$ cat config.mk
export PLATFORM = sky130hd
export DESIGN_NAME = rxq_buffer
export DESIGN_NICKNAME = d
export VERILOG_FILES = /design/src/rtl/rxq_pkg.sv /design/src/rtl/rxq_ring.sv /design/src/rtl/rxq_errlog.sv /design/src/rtl/rxq_buffer.sv
export SDC_FILE = /design/constraint.sdc
export NUM_CORES = 1
export LEC_CHECK = 0
export BUFFER_PORTS_ARGS = -buffer_cell sky130_fd_sc_hd__buf_2
export CAP_MARGIN = 10
export CORE_MARGIN = 1.5
export CORE_UTILIZATION = 40
export CTS_CLUSTER_DIAMETER = 30
export CTS_CLUSTER_SIZE = 14
export DETAILED_ROUTE_END_ITERATION = 6
export PLACE_DENSITY = 0.62
export SLEW_MARGIN = 30
export SYNTH_ARGS = -nofsm -noshare
export SYNTH_HDL_FRONTEND = slang
export SYNTH_HIERARCHICAL = 1
export SYNTH_SLANG_ARGS = --single-unit
$ cat constraint.sdc
create_clock -name clk -period 4.3 [get_ports clk]
set_input_delay 1.075 -clock clk [delete_from_list [all_inputs] [get_ports clk]]
set_output_delay 1.075 -clock clk [all_outputs]
set_load 0.05 [all_outputs]
$ cat src/rtl/rxq_pkg.sv
package rxq_pkg;

    localparam int REG_W = 16;

    typedef enum logic [2:0] {
        A_CTRL  = 3'd0,
        A_LINE  = 3'd1,
        A_ERR   = 3'd2,
        A_FSTAT = 3'd3,
        A_DATA  = 3'd4
    } rxq_addr_e;

    localparam int CTL_EN  = 0;
    localparam int CTL_CLR = 1;

endpackage

$ cat src/rtl/rxq_ring.sv
module rxq_ring #(
    parameter int DEPTH = 16,
    localparam int PTR_W = (DEPTH > 1) ? $clog2(DEPTH) : 1,
    localparam int CNT_W = $clog2(DEPTH + 1)
) (
    input  logic             clk,
    input  logic             rst_n,
    input  logic             clr,
    input  logic             push,
    input  logic             pop,
    input  logic [7:0]       wbyte,
    output logic [7:0]       head,
    output logic [CNT_W-1:0] cnt
);

    typedef struct packed {
        logic [PTR_W-1:0] wp;
        logic [PTR_W-1:0] rp;
        logic [CNT_W-1:0] cnt;
    } ring_t;

    ring_t st_d, st_q;
    logic [7:0] mem_q [DEPTH];

    function automatic logic [PTR_W-1:0] bump(input logic [PTR_W-1:0] p);
        return (p == PTR_W'(DEPTH - 1)) ? '0 : p + PTR_W'(1);
    endfunction

    always_comb begin
        st_d = st_q;
        if (clr) begin
            st_d = '0;
        end else begin
            if (push) st_d.wp = bump(st_q.wp);
            if (pop)  st_d.rp = bump(st_q.rp);
            st_d.cnt = st_q.cnt + CNT_W'(push) - CNT_W'(pop);
        end
    end

    always_ff @(posedge clk or negedge rst_n) begin
        if (!rst_n) st_q <= '0;
        else        st_q <= st_d;
    end

    always_ff @(posedge clk) begin
        if (push && !clr) mem_q[st_q.wp] <= wbyte;
    end

    assign head = mem_q[st_q.rp];
    assign cnt  = st_q.cnt;

    // occupancy never exceeds the depth
    a_r3_cnt_bound: assert property (@(posedge clk) disable iff (!rst_n)
        st_q.cnt <= CNT_W'(DEPTH));

    // a clear empties the ring on the next edge
    a_r9_clear_empties: assert property (@(posedge clk) disable iff (!rst_n)
        clr |=> (st_q.cnt == '0 && st_q.wp == st_q.rp));

endmodule

$ cat src/rtl/rxq_errlog.sv
module rxq_errlog (
    input  logic       clk,
    input  logic       rst_n,
    input  logic       set_ovr,
    input  logic       set_brk,
    input  logic       rd_clr,
    output logic [3:0] flags
);

    typedef struct packed {
        logic brk;
        logic ovr;
    } log_t;

    log_t lg_d, lg_q;

    always_comb begin
        lg_d = rd_clr ? '0 : lg_q;
        if (set_ovr) lg_d.ovr = 1'b1;
        if (set_brk) lg_d.brk = 1'b1;
    end

    always_ff @(posedge clk or negedge rst_n) begin
        if (!rst_n) lg_q <= '0;
        else        lg_q <= lg_d;
    end

    // bit 0 overrun, bits 1 and 2 unused here, bit 3 break
    assign flags = {lg_q.brk, 2'b00, lg_q.ovr};

    // a read with no new flag leaves the log empty
    a_r8_clear_on_read: assert property (@(posedge clk) disable iff (!rst_n)
        (rd_clr && !set_ovr && !set_brk) |=> (flags == 4'h0));

    // a break always shows in the log on the next cycle
    a_r7_break_logged: assert property (@(posedge clk) disable iff (!rst_n)
        set_brk |=> flags[3]);

endmodule

$ cat src/rtl/rxq_buffer.sv
module rxq_buffer
    import rxq_pkg::*;
#(
    parameter int DEPTH = 16,
    localparam int CNT_W = $clog2(DEPTH + 1)
) (
    input  logic             clk,
    input  logic             rst_n,
    input  logic             byte_vld,
    input  logic [7:0]       byte_in,
    input  logic             brk_pulse,
    input  logic             reg_wr,
    input  logic             reg_rd,
    input  logic [2:0]       reg_addr,
    input  logic [7:0]       reg_wdata,
    output logic [REG_W-1:0] reg_rdata,
    output logic             rx_evt,
    output logic             err_evt
);

    typedef struct packed {
        logic [7:0]       ctl;
        logic             rdy;
        logic [7:0]       hold;
        logic [REG_W-1:0] rdata;
        logic             rx_evt;
        logic             err_evt;
    } top_t;

    top_t st_d, st_q;

    logic [7:0]       head;
    logic [CNT_W-1:0] cnt;
    logic [3:0]       err_flags;

    logic             fifo_en, arrive, wr_ctl, clr, rd_data, rd_err;
    logic             full, empty, push, pop, drop;
    logic [7:0]       abyte, cnt8;
    logic [CNT_W-1:0] cnt_nx;

    always_comb begin
        fifo_en = st_q.ctl[CTL_EN];
        arrive  = byte_vld | brk_pulse;
        abyte   = brk_pulse ? 8'h00 : byte_in;
        wr_ctl  = reg_wr && (reg_addr == A_CTRL);
        clr     = wr_ctl && reg_wdata[CTL_CLR];
        rd_data = reg_rd && (reg_addr == A_DATA);
        rd_err  = reg_rd && (reg_addr == A_ERR);
        full    = (cnt == CNT_W'(DEPTH));
        empty   = (cnt == '0);
        cnt8    = 8'(cnt);
        pop     = rd_data && fifo_en && !empty && !clr;
        push    = arrive && fifo_en && !clr && (!full || pop);
        drop    = arrive && fifo_en && !clr && full && !pop;
        cnt_nx  = clr ? '0 : (cnt + CNT_W'(push) - CNT_W'(pop));

        st_d = st_q;
        st_d.rx_evt  = push || (arrive && !fifo_en);
        st_d.err_evt = drop || (rd_data && fifo_en && empty);

        if (wr_ctl) begin
            st_d.ctl = reg_wdata;
            st_d.ctl[CTL_CLR] = 1'b0;
        end

        if (!fifo_en && arrive) st_d.hold = abyte;

        if (fifo_en) begin
            st_d.rdy = (cnt_nx != '0);
        end else if (arrive) begin
            st_d.rdy = 1'b1;
        end else if (rd_data) begin
            st_d.rdy = 1'b0;
        end

        if (reg_rd) begin
            case (reg_addr)
                A_CTRL:  st_d.rdata = {8'h00, st_q.ctl};
                A_LINE:  st_d.rdata = {15'h0000, st_q.rdy};
                A_ERR:   st_d.rdata = {12'h000, err_flags};
                A_FSTAT: st_d.rdata = full ? 16'h0100 : {8'h00, cnt8};
                A_DATA: begin
                    if (fifo_en) st_d.rdata = empty ? 16'h0000 : {8'h00, head};
                    else         st_d.rdata = {8'h00, st_q.hold};
                end
                default: st_d.rdata = '0;
            endcase
        end
    end

    always_ff @(posedge clk or negedge rst_n) begin
        if (!rst_n) st_q <= '0;
        else        st_q <= st_d;
    end

    rxq_ring #(.DEPTH(DEPTH)) u_ring (
        .clk   (clk),
        .rst_n (rst_n),
        .clr   (clr),
        .push  (push),
        .pop   (pop),
        .wbyte (abyte),
        .head  (head),
        .cnt   (cnt)
    );

    rxq_errlog u_log (
        .clk     (clk),
        .rst_n   (rst_n),
        .set_ovr (drop),
        .set_brk (brk_pulse),
        .rd_clr  (rd_err),
        .flags   (err_flags)
    );

    assign reg_rdata = st_q.rdata;
    assign rx_evt    = st_q.rx_evt;
    assign err_evt   = st_q.err_evt;

    // a full queue reports only the full flag
    a_r3_full_count_zero: assert property (@(posedge clk) disable iff (!rst_n)
        (reg_rd && reg_addr == A_FSTAT && cnt == CNT_W'(DEPTH)) |=> (reg_rdata == 16'h0100));

    // an empty read in queue mode yields zero and an error pulse
    a_r5_empty_read: assert property (@(posedge clk) disable iff (!rst_n)
        (reg_rd && reg_addr == A_DATA && st_q.ctl[CTL_EN] && cnt == '0)
            |=> (err_evt && reg_rdata == '0));

    // a byte hitting a full queue leaves the count unchanged
    a_r4_drop_keeps_count: assert property (@(posedge clk) disable iff (!rst_n)
        (byte_vld && st_q.ctl[CTL_EN] && cnt == CNT_W'(DEPTH) && !reg_rd && !reg_wr)
            |=> (err_evt && !rx_evt && cnt == CNT_W'(DEPTH)));

    // a pass-through read with no arrival drops data-ready
    a_r10_bypass_read_clears: assert property (@(posedge clk) disable iff (!rst_n)
        (reg_rd && reg_addr == A_DATA && !st_q.ctl[CTL_EN] && !byte_vld && !brk_pulse)
            |=> (!st_q.rdy && !err_evt));

endmodule

Yosys cells after proc, flatten, opt, wreduce, memory -nomap -nowiden:

Memory sizes are Yosys's and may differ from the RTL's.
Index checks and enable logic that the tools add are counted.

* input port bits: 25
* flip-flop bits (word level): 49
* RAM bits: 128
* output and inout port bits: 18
* word-level logic and storage cells: 74
* memories kept: 1

Memories
* u_ring.mem_q: words 16, bits a word 8, rd ports 1, clocked after memory_dff 0, wr ports 1, line rxq_ring.sv:23 `logic [7:0] mem_q [DEPTH];`

* mux-type cells: 19
* reduce and logical (&&, ||, !) cells: 31
* $add $sub $neg: 4
* equal/unequal tests: 7
* bitwise logic cells: 1

Operators with widths (count)
* one-hot mux 9 bit (5 select lines): 1
* 2-to-1 mux 8 bit: 3
* 2-to-1 mux 4 bit: 4
* logical AND 1 bit: 15
* 2-to-1 mux 13 bit: 1
* 2-to-1 mux 9 bit: 1
* adder 4 x 1 -> 4 bit, second input constant: 2
* == test 4 bit, second input constant: 2
* nonzero test 2 bit: 4
* 2-to-1 mux 1 bit: 7
* == test 3 x 2 -> 1 bit, second input constant: 2
* adder 5 x 1 -> 5 bit: 1
* == test 5 bit, second input constant: 1
* logical NOT 1 bit: 5
* logical NOT 5 bit: 1
* 2-to-1 mux 5 bit: 1
* nonzero test 5 bit: 1
* subtractor 5 x 1 -> 5 bit: 1
* == test 3 x 1 -> 1 bit, second input constant: 1
* == test 3 bit, second input constant: 1
* logical NOT 3 bit: 1
* logical OR 1 bit: 3
* nonzero test 3 bit: 1
* 2-to-1 mux 2 bit: 1
* bitwise OR 1 bit: 1

Depth between registers and ports, before layout:

Gate-level depths: netlist of run 1.

* depth in word-level cells: 12
* gate-level depth with buffers: 16
* depth with buffers taken out: 15

By module:

Netlist of run 1, hierarchy kept.

Modules (own cells, without submodules)
* rxq_ring: seq. area each 4169.0 sq um, area each 5876.9 sq um, cells each 336, times used 1
* rxq_buffer: seq. area each 675.6 sq um, area each 1785.5 sq um, cells each 183, times used 1
* rxq_errlog: seq. area each 50.0 sq um, area each 87.6 sq um, cells each 8, times used 1

Least setup slack after synthesis of run 1:

No wires, ideal clock.

* kind: input-to-reg
* from: input reg_addr[1]
* to: register st_q[26] (netlist name)
* stages on the path: 12
* arrival time: 3.361 ns
* library setup time: 0.131 ns
* path buffers: 1
* path slack: 0.808 ns
* required time: 4.169 ns
* cell sequence: clkbuf_1 > nor4bb_1 > and2_1 > ha_1 > inv_1 > ha_1 > inv_1 > fa_1 > nand2b_1 > a21oi_1 > xnor2_1 > a31oi_1

* cells in the longest elaborated chain, start to end: 12
* elaborated cells on any way between the ends: 18
* those cells by class: 2 x add/sub; 1 x eq/ne; 2 x mux; 13 x reduce/logical

Ends and longest elaborated chain
* start, declared: line rxq_buffer.sv:14 `input logic [2:0] reg_addr,`
* == test 3 bit or logical NOT 3 bit (tied branches): line rxq_buffer.sv:47, rxq_buffer.sv:45
* logical AND 1 bit, on equally long branches: line rxq_buffer.sv:47, rxq_buffer.sv:45
* logical AND 1 bit, on equally long branches: line rxq_buffer.sv:52, rxq_buffer.sv:46
* logical AND 1 bit or logical NOT 1 bit (tied branches): line rxq_buffer.sv:52 `pop = rd_data && fifo_en && !empty && !clr;`
* logical AND 1 bit (*): line rxq_buffer.sv:52
* via pop: line rxq_buffer.sv:37 `logic full, empty, push, pop, drop;`
* logical OR 1 bit: line rxq_buffer.sv:53 `push = arrive && fifo_en && !clr && (!full || pop);`
* logical AND 1 bit: line rxq_buffer.sv:53
* adder 5 x 1 -> 5 bit: line rxq_buffer.sv:55 `cnt_nx = clr ? '0 : (cnt + CNT_W'(push) - CNT_W'(pop));`
* subtractor 5 x 1 -> 5 bit (*): line rxq_buffer.sv:55
* 2-to-1 mux 5 bit (*): line rxq_buffer.sv:55
* nonzero test 5 bit (*): line rxq_buffer.sv:69 `st_d.rdy = (cnt_nx != '0);`
* 2-to-1 mux 1 bit (*): line rxq_buffer.sv:68 `if (fifo_en) begin`
* end signal, assigned: line rxq_buffer.sv:93 `else st_q <= st_d;`
* end, declared: line rxq_buffer.sv:30 `top_t st_d, st_q;`

The timed path passes the listed nets; every way through them passes the cells marked *.
A chain may end at the register's enable or synchronous reset.

==> metrics.cfg, run 1 <==
[logic_synthesis]
synth_edf_count=128
syn_area_sq_um=7750
ys.flop_type=edfxtp_1
async_reset_ff_share_pct=24.71
synth_cells=527
synth_seq_area_share_pct=63.16
yosysUniqueCellTypes=53
ys_ff_latch=170
yosys_warnings=6
avgSynthCellArea_sq_um=14.71

[cts]
cts_tree=yes
cts_made_buffers=17
worstSkewPairLatency_ns=0.43
cts.repair.resized=0
cts_setup_buffers=0
clk_pin_slew_worst_paths_ns=0.06
cts_hold_buf=0
cts-root-buf=clkbuf_16
cts_htree_levels=4
cts.sinks=170
max-clock-path-buffers=2

[place]
gp_congestion=0.8298
port_buffers=35
place_hpwl_microns=10630
dp_slack_ns=0.5275

[grt]
antenna_found_initial=1
grt_pass1_wl_microns=24910
grt_overflow=0
grt_start_max_net_pins=43
grt_usage_pct=16.78
grt_pass1_vias=4440

[pwr]
cellInternalPower_w=0.003274
power_frac_clock_pct=30.0
power.leakage_nw=3.182
pwr-share-comb_pct=25.0
power_density_nw_per_um2=552.8
ir_worst_vdd_uv=331.9
switching_share_pct=31.23
p_sw_w=0.001487
total_power_w=0.004762
p_seq_share_pct=45.0

[floorplan]
num_io_pins=43
die_h_microns=142.2
row_count=50
initial_core_util_pct=41.16
core_area_sq_um=18830
die_x_microns=142.2
dieArea_sq_um=20220

[finish]
syn2layout_area_growth_pct=11.14
antenna_cells=0
drive_above_1_share_pct=18.69
most-common-layout-cells=edfxtp_1 (128), dfrtp_1 (41), buf_2 (34), mux2i_1 (34), inv_1 (26)
final_common_cell=edfxtp_1
fin_nets=598

[timing]
fin_skew_ns=0.01058
hold_viol_final=0
tightest_slew_ns=0.8237
slew_headroom_pct=45.08
setup-violations-final=0
final_max_slew_viol_count=0
fin_setup_tns_ns=0
rsz0062_at_grt=no
min_period_over_period_pct=78.55
period_minus_slack_ns=3.378
worst_slack_ns=0.9222
clock.fmax_mhz=296.0

[route]
viasPerCell=5.317
dr.pass1.iters=5
route.detailed.drc=0
ant_nets=0
wirelength_microns=15990
dr_total_vias=4397
drtIter0Drc=400
wire_per_inst_microns=19.34

[critical_path]
end_kind=flop
cp_max_fo=5
crit_required_ns=4.58
critPathArrivalTime_ns=3.66
rr_startpoint=u_ring/cnt[3]$_DFF_PN0_
crit_path_start_kind=flop
critPathLaunch=u_ring/cnt[3]$_DFF_PN0_
worstSetupPathType=reg2reg

[min_path]
min_path_type=reg2reg
hp-start=u_log/flags[0]$_DFFE_PN0P_

[flow_run]
maxCapViolations=0

[run_status]
status=complete, no violations

## final cells by class
cell class,count,area [sq um]
clock buffer,18,429.2
clock inverter,13,121.4
fill,1638,10220
inverter,26,97.59
multi-input combinational,290,2454
sequential,170,4896
tap,260,325.3
timing repair buffer,50,290.3
## routing by layer
layer / global-route usage [%] / up-vias / routed length (microns)
li1: - / 2014 / -
met1: 22.08 / 2255 / 6933
met2: 26.96 / 91 / 7935
met3: 3.096 / 35 / 624
met4: 8.085 / 2 / 487
met5: 0 / - / 13
## worst max-delay path, cell delays in order (launching register included)
cell,delay (ns)
dfrtp_1,0.47
inv_1,0.11
ha_1,0.24
nor4bb_1,0.40
nand2_1,0.16
o2111ai_1,0.20
inv_1,0.17
inv_1,0.13
ha_1,0.14
inv_1,0.04
ha_1,0.20
fa_1,0.44
a21o_1,0.17
a21oi_1,0.16
xnor2_1,0.14
nor2_1,0.06
## state kept, by name, indices dropped and copies added (netlist names)
register      count
rx_evt            1
err_evt           1
u_log/flags       2
fifo_en           1
u_ring/cnt        5
u_ring/st_q       8
u_ring/mem_q    128
st_q             15
reg_rdata         9
## final timing paths
check	to	slack (ns)	cells after the start
max	u_ring/cnt[4]$_DFF_PN0_	0.92	15
min	u_log/flags[0]$_DFFE_PN0P_	0.49	1
max reg2reg	u_ring/cnt[4]$_DFF_PN0_	0.92	15
min reg2reg	u_log/flags[0]$_DFFE_PN0P_	0.49	1
max in group asynchronous	u_ring/st_q[5]$_DFFE_PN0P_	3.25	1
min in group asynchronous	st_q[30]$_DFFE_PN0N_	0.64	1
## synth_stat cells (all sizes together) (11+ instances only)
master    n  area, sq um
mux2     16        180.2
nor2b    25        156.4
buf      37        289.0
mux2i    34        340.3
clkbuf   11        41.29
dfrtp    42         1051
nand2    17        66.32
ha       16        200.2
o21ai    17        85.08
mux4     17        424.2
edfxtp  128         3844
nor2     15        56.30
and2     18        112.6
inv      26        97.59
a21oi    20        100.1
## kinds of logic (layout without fill, tap and decap cells)
logic type	after synthesis	in the layout	synth area share, %
compound gates	82	82	7.007
xor+xnor	10	10	1.130
fa+ha+maj	18	18	3.100
buf+inv	74	107	5.521
flops	170	170	63.16
mux	67	67	12.19
other cells	2	9	0.09690
simple gates	104	104	7.798
## through the flow
stage	area (sq um)	cells	hold slack, ns	util [%]
floorplan	7776	534	0.4485	-
global placement	8060	796	0.4721	42.80
detailed placement	8060	796	0.4753	42.80
CTS	8611	827	0.4901	45.73
global route	8613	827	0.4932	45.74
finish	8613	827	0.4873	45.74
## power by group through the flow
stage / Combinational (W) / Sequential, W / Clock, W
detailed placement: 0.00119 / 0.00217 / 0
CTS: 0.00120 / 0.00214 / 0.00145
global route: 0.00131 / 0.00217 / 0.00152
global placement: 0.00116 / 0.00217 / 0
floorplan: 0.00107 / 0.00205 / 0
finish: 0.00119 / 0.00214 / 0.00143
Power figures use the tool's default switching activity.
==> run 2, diff against run 1 <==
--- a/config.mk
+++ b/config.mk
@@ -12,7 +12,7 @@
 export CTS_CLUSTER_DIAMETER = 30
 export CTS_CLUSTER_SIZE = 14
 export DETAILED_ROUTE_END_ITERATION = 6
-export PLACE_DENSITY = 0.62
+export PLACE_DENSITY = 0.64
 export SLEW_MARGIN = 30
 export SYNTH_ARGS = -nofsm -noshare
 export SYNTH_HDL_FRONTEND = slang
==> constraint.sdc (replaced) <==
create_clock -name clk -period 2.9 [get_ports clk]
set_input_delay 0.725 -clock clk [delete_from_list [all_inputs] [get_ports clk]]
set_output_delay 0.725 -clock clk [all_outputs]
set_load 0.05 [all_outputs]
==> run 2 against run 1 <==
Effect of this change:
- hold slack got worse by 0.13 ns
- utilization rose by 1.8 points
- sequential share of layout area fell by 2.1 points
- wire length increased by 1.8%
- worst setup slack lost 0.78 ns
- highest routed layer is now met4
- critical endpoint unchanged
==> metrics.cfg, run 2 (synthesized netlist as in run 1, its figures left out) <==
[run_status]
status=complete, no violations

[finish]
final_common_cell=edfxtp_1
largest-register=u_ring/mem_q
design_area_sq_um=8951
syn2layout_area_growth_pct=15.50
most-common-layout-cells=edfxtp_1 (128), buf_4 (43), dfrtp_1 (41)
antenna_cells=0
fin_nets=627
largest_reg_flops=128
drive_above_1_share_pct=25.46
stdcell_count=857

[cts]
cts_htree_levels=4
cts-root-buf=clkbuf_16
worstSkewPairLatency_ns=0.43
clk_pin_slew_worst_paths_ns=0.07
cts_made_buffers=17
max-clock-path-buffers=2
cts_hold_buf=0
cts_tree=yes
cts.sinks=170

[timing]
min_period_over_period_pct=95.22
fin_setup_tns_ns=0
period_minus_slack_ns=2.761
setup-violations-final=0
hold_viol_final=0
fin_skew_ns=0.007005
final_max_slew_viol_count=0
tightest_slew_ns=0.6804
fin_hold_ws_ns=0.3570
clock.fmax_mhz=362.1
worst_slack_ns=0.1386
slew_headroom_pct=54.64

[grt]
antenna_found_initial=0
grt_usage_pct=17.16
grt_pass1_wl_microns=25320
grt_start_max_net_pins=43
grt_overflow=0
grt_pass1_vias=4451

[route]
ant_nets=0
dr_total_vias=4439
viasPerCell=5.180
dr.pass1.iters=5
drtIter0Drc=324
route.detailed.drc=0
wire_per_inst_microns=19.00
wirelength_microns=16290

[critical_path]
critPathLaunch=u_ring/cnt[2]$_DFF_PN0_
timing.rr.end=u_ring/cnt[4]$_DFF_PN0_
rr_startpoint=u_ring/cnt[2]$_DFF_PN0_
critPathArrivalTime_ns=3.07
cp_max_fo=3
end_kind=flop
crit_path_start_kind=flop
worstSetupPathType=reg2reg
reg2reg_depth=16
r2r_setup_slack_ns=0.14
crit_required_ns=3.21
worstSetupEndpoint=u_ring/cnt[4]$_DFF_PN0_

[floorplan]
core_area_sq_um=18830
row_count=50
die_x_microns=142.2
die_h_microns=142.2
initial_core_util_pct=41.16
dieArea_sq_um=20220
num_io_pins=43

[place]
place_hpwl_microns=10980
gp_congestion=0.7831
port_buffers=35
dp_slack_ns=-0.1462
place_area_sq_um=8309
place_inst=823

[pwr]
ir_worst_vdd_uv=486.2
power_density_nw_per_um2=817.2
power.leakage_nw=3.343

[min_path]
min_path_type=in2async

[flow_run]
maxCapViolations=0

run 2: changes by cell type in the layout (fill, tap and decap cells not counted), moves of 2 or more:
cell and change:
fa_2 +2, inv_6 +2, clkinv_2 -2, fa_1 -2, inv_2 +2, nor4bb_1 -2, a21oi_1 -2, ha_1 -3
inv_8 +2, ha_4 +2, buf_4 +27, inv_1 -2, a21oi_2 +2
run 2: timing repair:
item,4_1_cts,5_1_grt
buffers inserted,0,2
gates resized for setup,0,9
setup endpoints to repair,0,2
run 2: worst min-delay path by stage:
stage,start,end,slack (ns),depth (start not counted)
CTS,rst_n,st_q[30]$_DFFE_PN0N_,0.37,2
global placement,u_log/flags[0]$_DFFE_PN0P_,u_log/flags[0]$_DFFE_PN0P_,0.46,1
finish,rst_n,st_q[30]$_DFFE_PN0N_,0.36,2
global route,rst_n,st_q[34]$_DFFE_PN0N_,0.41,2
detailed placement,u_log/flags[3]$_DFFE_PN0P_,u_log/flags[3]$_DFFE_PN0P_,0.49,1
floorplan,rst_n,err_evt$_DFF_PN0_,0.43,0
run 2: layout make-up:
class / instances / area, sq um
clock buffer: 17 / 425.4
clock inverter: 15 / 136.4
fill: 1614 / 9879
inverter: 26 / 97.59
multi-input combinational: 290 / 2552
sequential: 170 / 4896
tap: 260 / 325.3
timing repair buffer: 79 / 518.0
run 2: critical path, cell delays in order (launching register included):
cell and delay (ns):
dfrtp_1 0.36, inv_1 0.09, ha_4 0.17, nor4bb_4 0.14, buf_4 0.16, nand2_2 0.09, o2111ai_4 0.16, inv_2 0.11
inv_2 0.04, ha_1 0.27, inv_1 0.04, ha_2 0.18, fa_2 0.34, a21o_1 0.17, a21oi_2 0.13, xnor2_1 0.14
nor2_1 0.05
run 2: power breakdown:
group / switching [W] / total, W / internal [W] / leakage, nW
Clock: 0.00100 / 0.00213 / 0.00113 / 0.263
Sequential: 0.000238 / 0.00312 / 0.00289 / 1.70
Combinational: 0.00111 / 0.00206 / 0.000946 / 1.38
Total: 0.00236 / 0.00732 / 0.00496 / 3.34
run 2: layer usage:
metal	GRT usage, %	vias to the layer above	wire length, microns
met4	5.046	0	220
li1	-	2062	-
met2	28.96	109	8365
met5	0	-	0
met3	4.139	19	675
met1	22.09	2249	7026
run 2: per-stage QoR:
step                      util [%]  total power [W]
after floorplan                  -         0.004673
after global placement       44.13         0.005070
final                        47.53         0.007315
after detailed placement     44.13         0.005153
after CTS                    47.11         0.007289
after global routing         47.53         0.007688
==> run 3, diff against run 2 <==
--- a/config.mk
+++ b/config.mk
@@ -5,9 +5,9 @@
 export SDC_FILE = /design/constraint.sdc
 export NUM_CORES = 1
 export LEC_CHECK = 0
-export BUFFER_PORTS_ARGS = -buffer_cell sky130_fd_sc_hd__buf_2
+export BUFFER_PORTS_ARGS = -buffer_cell sky130_fd_sc_hd__buf_4
 export CAP_MARGIN = 10
-export CORE_MARGIN = 1.5
+export CORE_MARGIN = 2
 export CORE_UTILIZATION = 40
 export CTS_CLUSTER_DIAMETER = 30
 export CTS_CLUSTER_SIZE = 14
@@ -18,3 +18,4 @@
 export SYNTH_HDL_FRONTEND = slang
 export SYNTH_HIERARCHICAL = 1
 export SYNTH_SLANG_ARGS = --single-unit
+export TNS_END_PERCENT = 100
==> run 3 against run 2 <==
Effect of this change:
- die area grew 1.4%
- count of clock-buffer cells in the layout grew 1
- register-to-register slack lost 0.02 ns
- clock skew grew 0.0028 ns
- worst setup slack lost 0.022 ns
- utilization grew 0.13 points
- sequential power is essentially flat
- global-route usage shrank 0.45 points
- clock power is essentially flat
==> metrics.cfg, run 3 (synthesized netlist as in run 1, its figures left out) <==
[route]
ant_nets=0
wirelength_microns=16560
wire_per_inst_microns=19.42
dr.pass1.iters=4
viasPerCell=5.171
dr_total_vias=4411
route.detailed.drc=0
drtIter0Drc=317

[pwr]
power_density_nw_per_um2=816.3
total_power_w=0.007326
ir_worst_vdd_uv=442.5
power.leakage_nw=3.349

[floorplan]
row_count=50
core_area_sq_um=18830
die_h_microns=143.2
initial_core_util_pct=41.16
num_io_pins=43
die_x_microns=143.2
dieArea_sq_um=20500

[grt]
grt_pass1_wl_microns=25190
grt_overflow=0
grt_pass1_vias=4511
antenna_found_initial=0
grt_usage_pct=16.71
grt_start_max_net_pins=43

[finish]
final_common_cell=edfxtp_1
syn2layout_area_growth_pct=15.81
fin_nets=623
postLayoutCoreUtil_pct=47.66
drive_above_1_share_pct=24.62
largest-register=u_ring/mem_q
most-common-layout-cells=edfxtp_1 (128), buf_4 (74), dfrtp_1 (41)
antenna_cells=0
largest_reg_flops=128

[critical_path]
slowest_delay_ns=0.36
end_kind=flop
crit_path_start_kind=flop
crit_top_cell=inv_2
path_cells=inv_2 -> ha_4 -> nor4bb_1 -> buf_4 -> nand2_1 -> o2111ai_2 -> inv_2 -> inv_2 -> ha_1 -> inv_1 -> ha_4 -> fa_2 -> a21o_1 -> a21oi_2 -> xnor2_1 -> nor2_1
worstSetupPathType=reg2reg
critPathArrivalTime_ns=3.10
crit_required_ns=3.21
cp_max_fo=4
crit_slowest_cell=dfrtp_1

[cts]
worstSkewPairLatency_ns=0.43
cts_hold_buf=0
cts_htree_levels=4
cts-root-buf=clkbuf_16
cts.sinks=170
cts_tree=yes
clk_pin_slew_worst_paths_ns=0.07
max-clock-path-buffers=2
cts_made_buffers=17

[place]
gp_congestion=0.8169
place_hpwl_microns=11120
port_buffers=35

[timing]
setup-violations-final=0
tightest_slew_ns=0.6960
period_minus_slack_ns=2.783
clock.fmax_mhz=359.3
fin_skew_ns=0.009803
hold_viol_final=0
final_max_slew_viol_count=0
slew_headroom_pct=53.60
min_period_over_period_pct=95.97

[min_path]
min_path_type=in2async

[flow_run]
maxCapViolations=0

[run_status]
status=complete, no violations

==> run 3: changes by cell type in the layout (fill, tap and decap cells not counted), sizes merged <==
cell / before / now
clkbuf: 17 / 18
buf: 79 / 75
clkinv: 5 / 6
inv: 32 / 33
clkinvlp: 4 / 1
==> run 3: stage by stage <==
stage	setup TNS, ns	std cells	worst slack [ns]	hold WS [ns]	area [sq um]
floorplan	-0.0004428	534	-0.0004428	0.4294	7811
global placement	-0.06254	819	-0.04114	0.4642	8367
detailed placement	-0.2082	819	-0.1230	0.4720	8367
CTS	0	851	0.004666	0.2913	8935
global route	-0.001083	853	-0.001083	0.3217	8975
finish	0	853	0.1168	0.2920	8975
==> run 3: power breakdown <==
part           internal (W)  switching (W)
Clock               0.00113        0.00100
Sequential          0.00289       0.000231
Combinational      0.000957        0.00112
Total               0.00497        0.00235
==> run 3: path summary, 6_finish.rpt <==
check                                      startpoint                    endpoint  slack (ns)  cells after the start
max                           u_ring/cnt[3]$_DFF_PN0_     u_ring/cnt[4]$_DFF_PN0_        0.12                     16
min                                             rst_n        st_q[33]$_DFFE_PN0N_        0.29                      1
max reg2reg                   u_ring/cnt[3]$_DFF_PN0_     u_ring/cnt[4]$_DFF_PN0_        0.12                     16
min reg2reg                u_log/flags[0]$_DFFE_PN0P_  u_log/flags[0]$_DFFE_PN0P_        0.48                      1
max in group asynchronous                       rst_n  u_ring/st_q[5]$_DFFE_PN0P_        2.21                      1
min in group clk           u_log/flags[0]$_DFFE_PN0P_  u_log/flags[0]$_DFFE_PN0P_        0.48                      1
==> run 3: area by class of cell <==
class	instances	area, sq um
multi-input cells	290	2521
clock buffers	18	429.2
inverters	26	97.59
fillers	1621	9856
repair buffers	75	575.6
flip-flops and latches	170	4896
clock inverters	14	130.1
well taps	260	325.3
==> run 3: repair_timing <==
item                                    in CTS  in global routing
endpoints found under the setup margin       1                  2
setup buffers                                0                  2
pin swaps                                    0                  6
gates resized for setup                      1                  6
hold endpoints to repair                     0                  0
==> run 3: layer usage <==
| layer | up-vias | track usage, % | part of all wire, % |
|---|---|---|---|
| li1 | 2054 | - | - |
| met1 | 2251 | 22.10 | 43 |
| met2 | 93 | 27.93 | 51 |
| met3 | 13 | 3.085 | 4.2 |
| met4 | 0 | 5.472 | 1.2 |
| met5 | - | 0 | 0 |
==> run 3: worst max-delay path, delay by kind of cell (launching register included) <==
family / cells / cell delay [ns]
AOI/OAI and AO/OA: 3 / 0.51
and+or+nand+nor: 3 / 0.27
buffers and inverters: 5 / 0.43
adders and majority gates: 4 / 0.98
DFF: 1 / 0.36
xor gates and xnor gates: 1 / 0.13
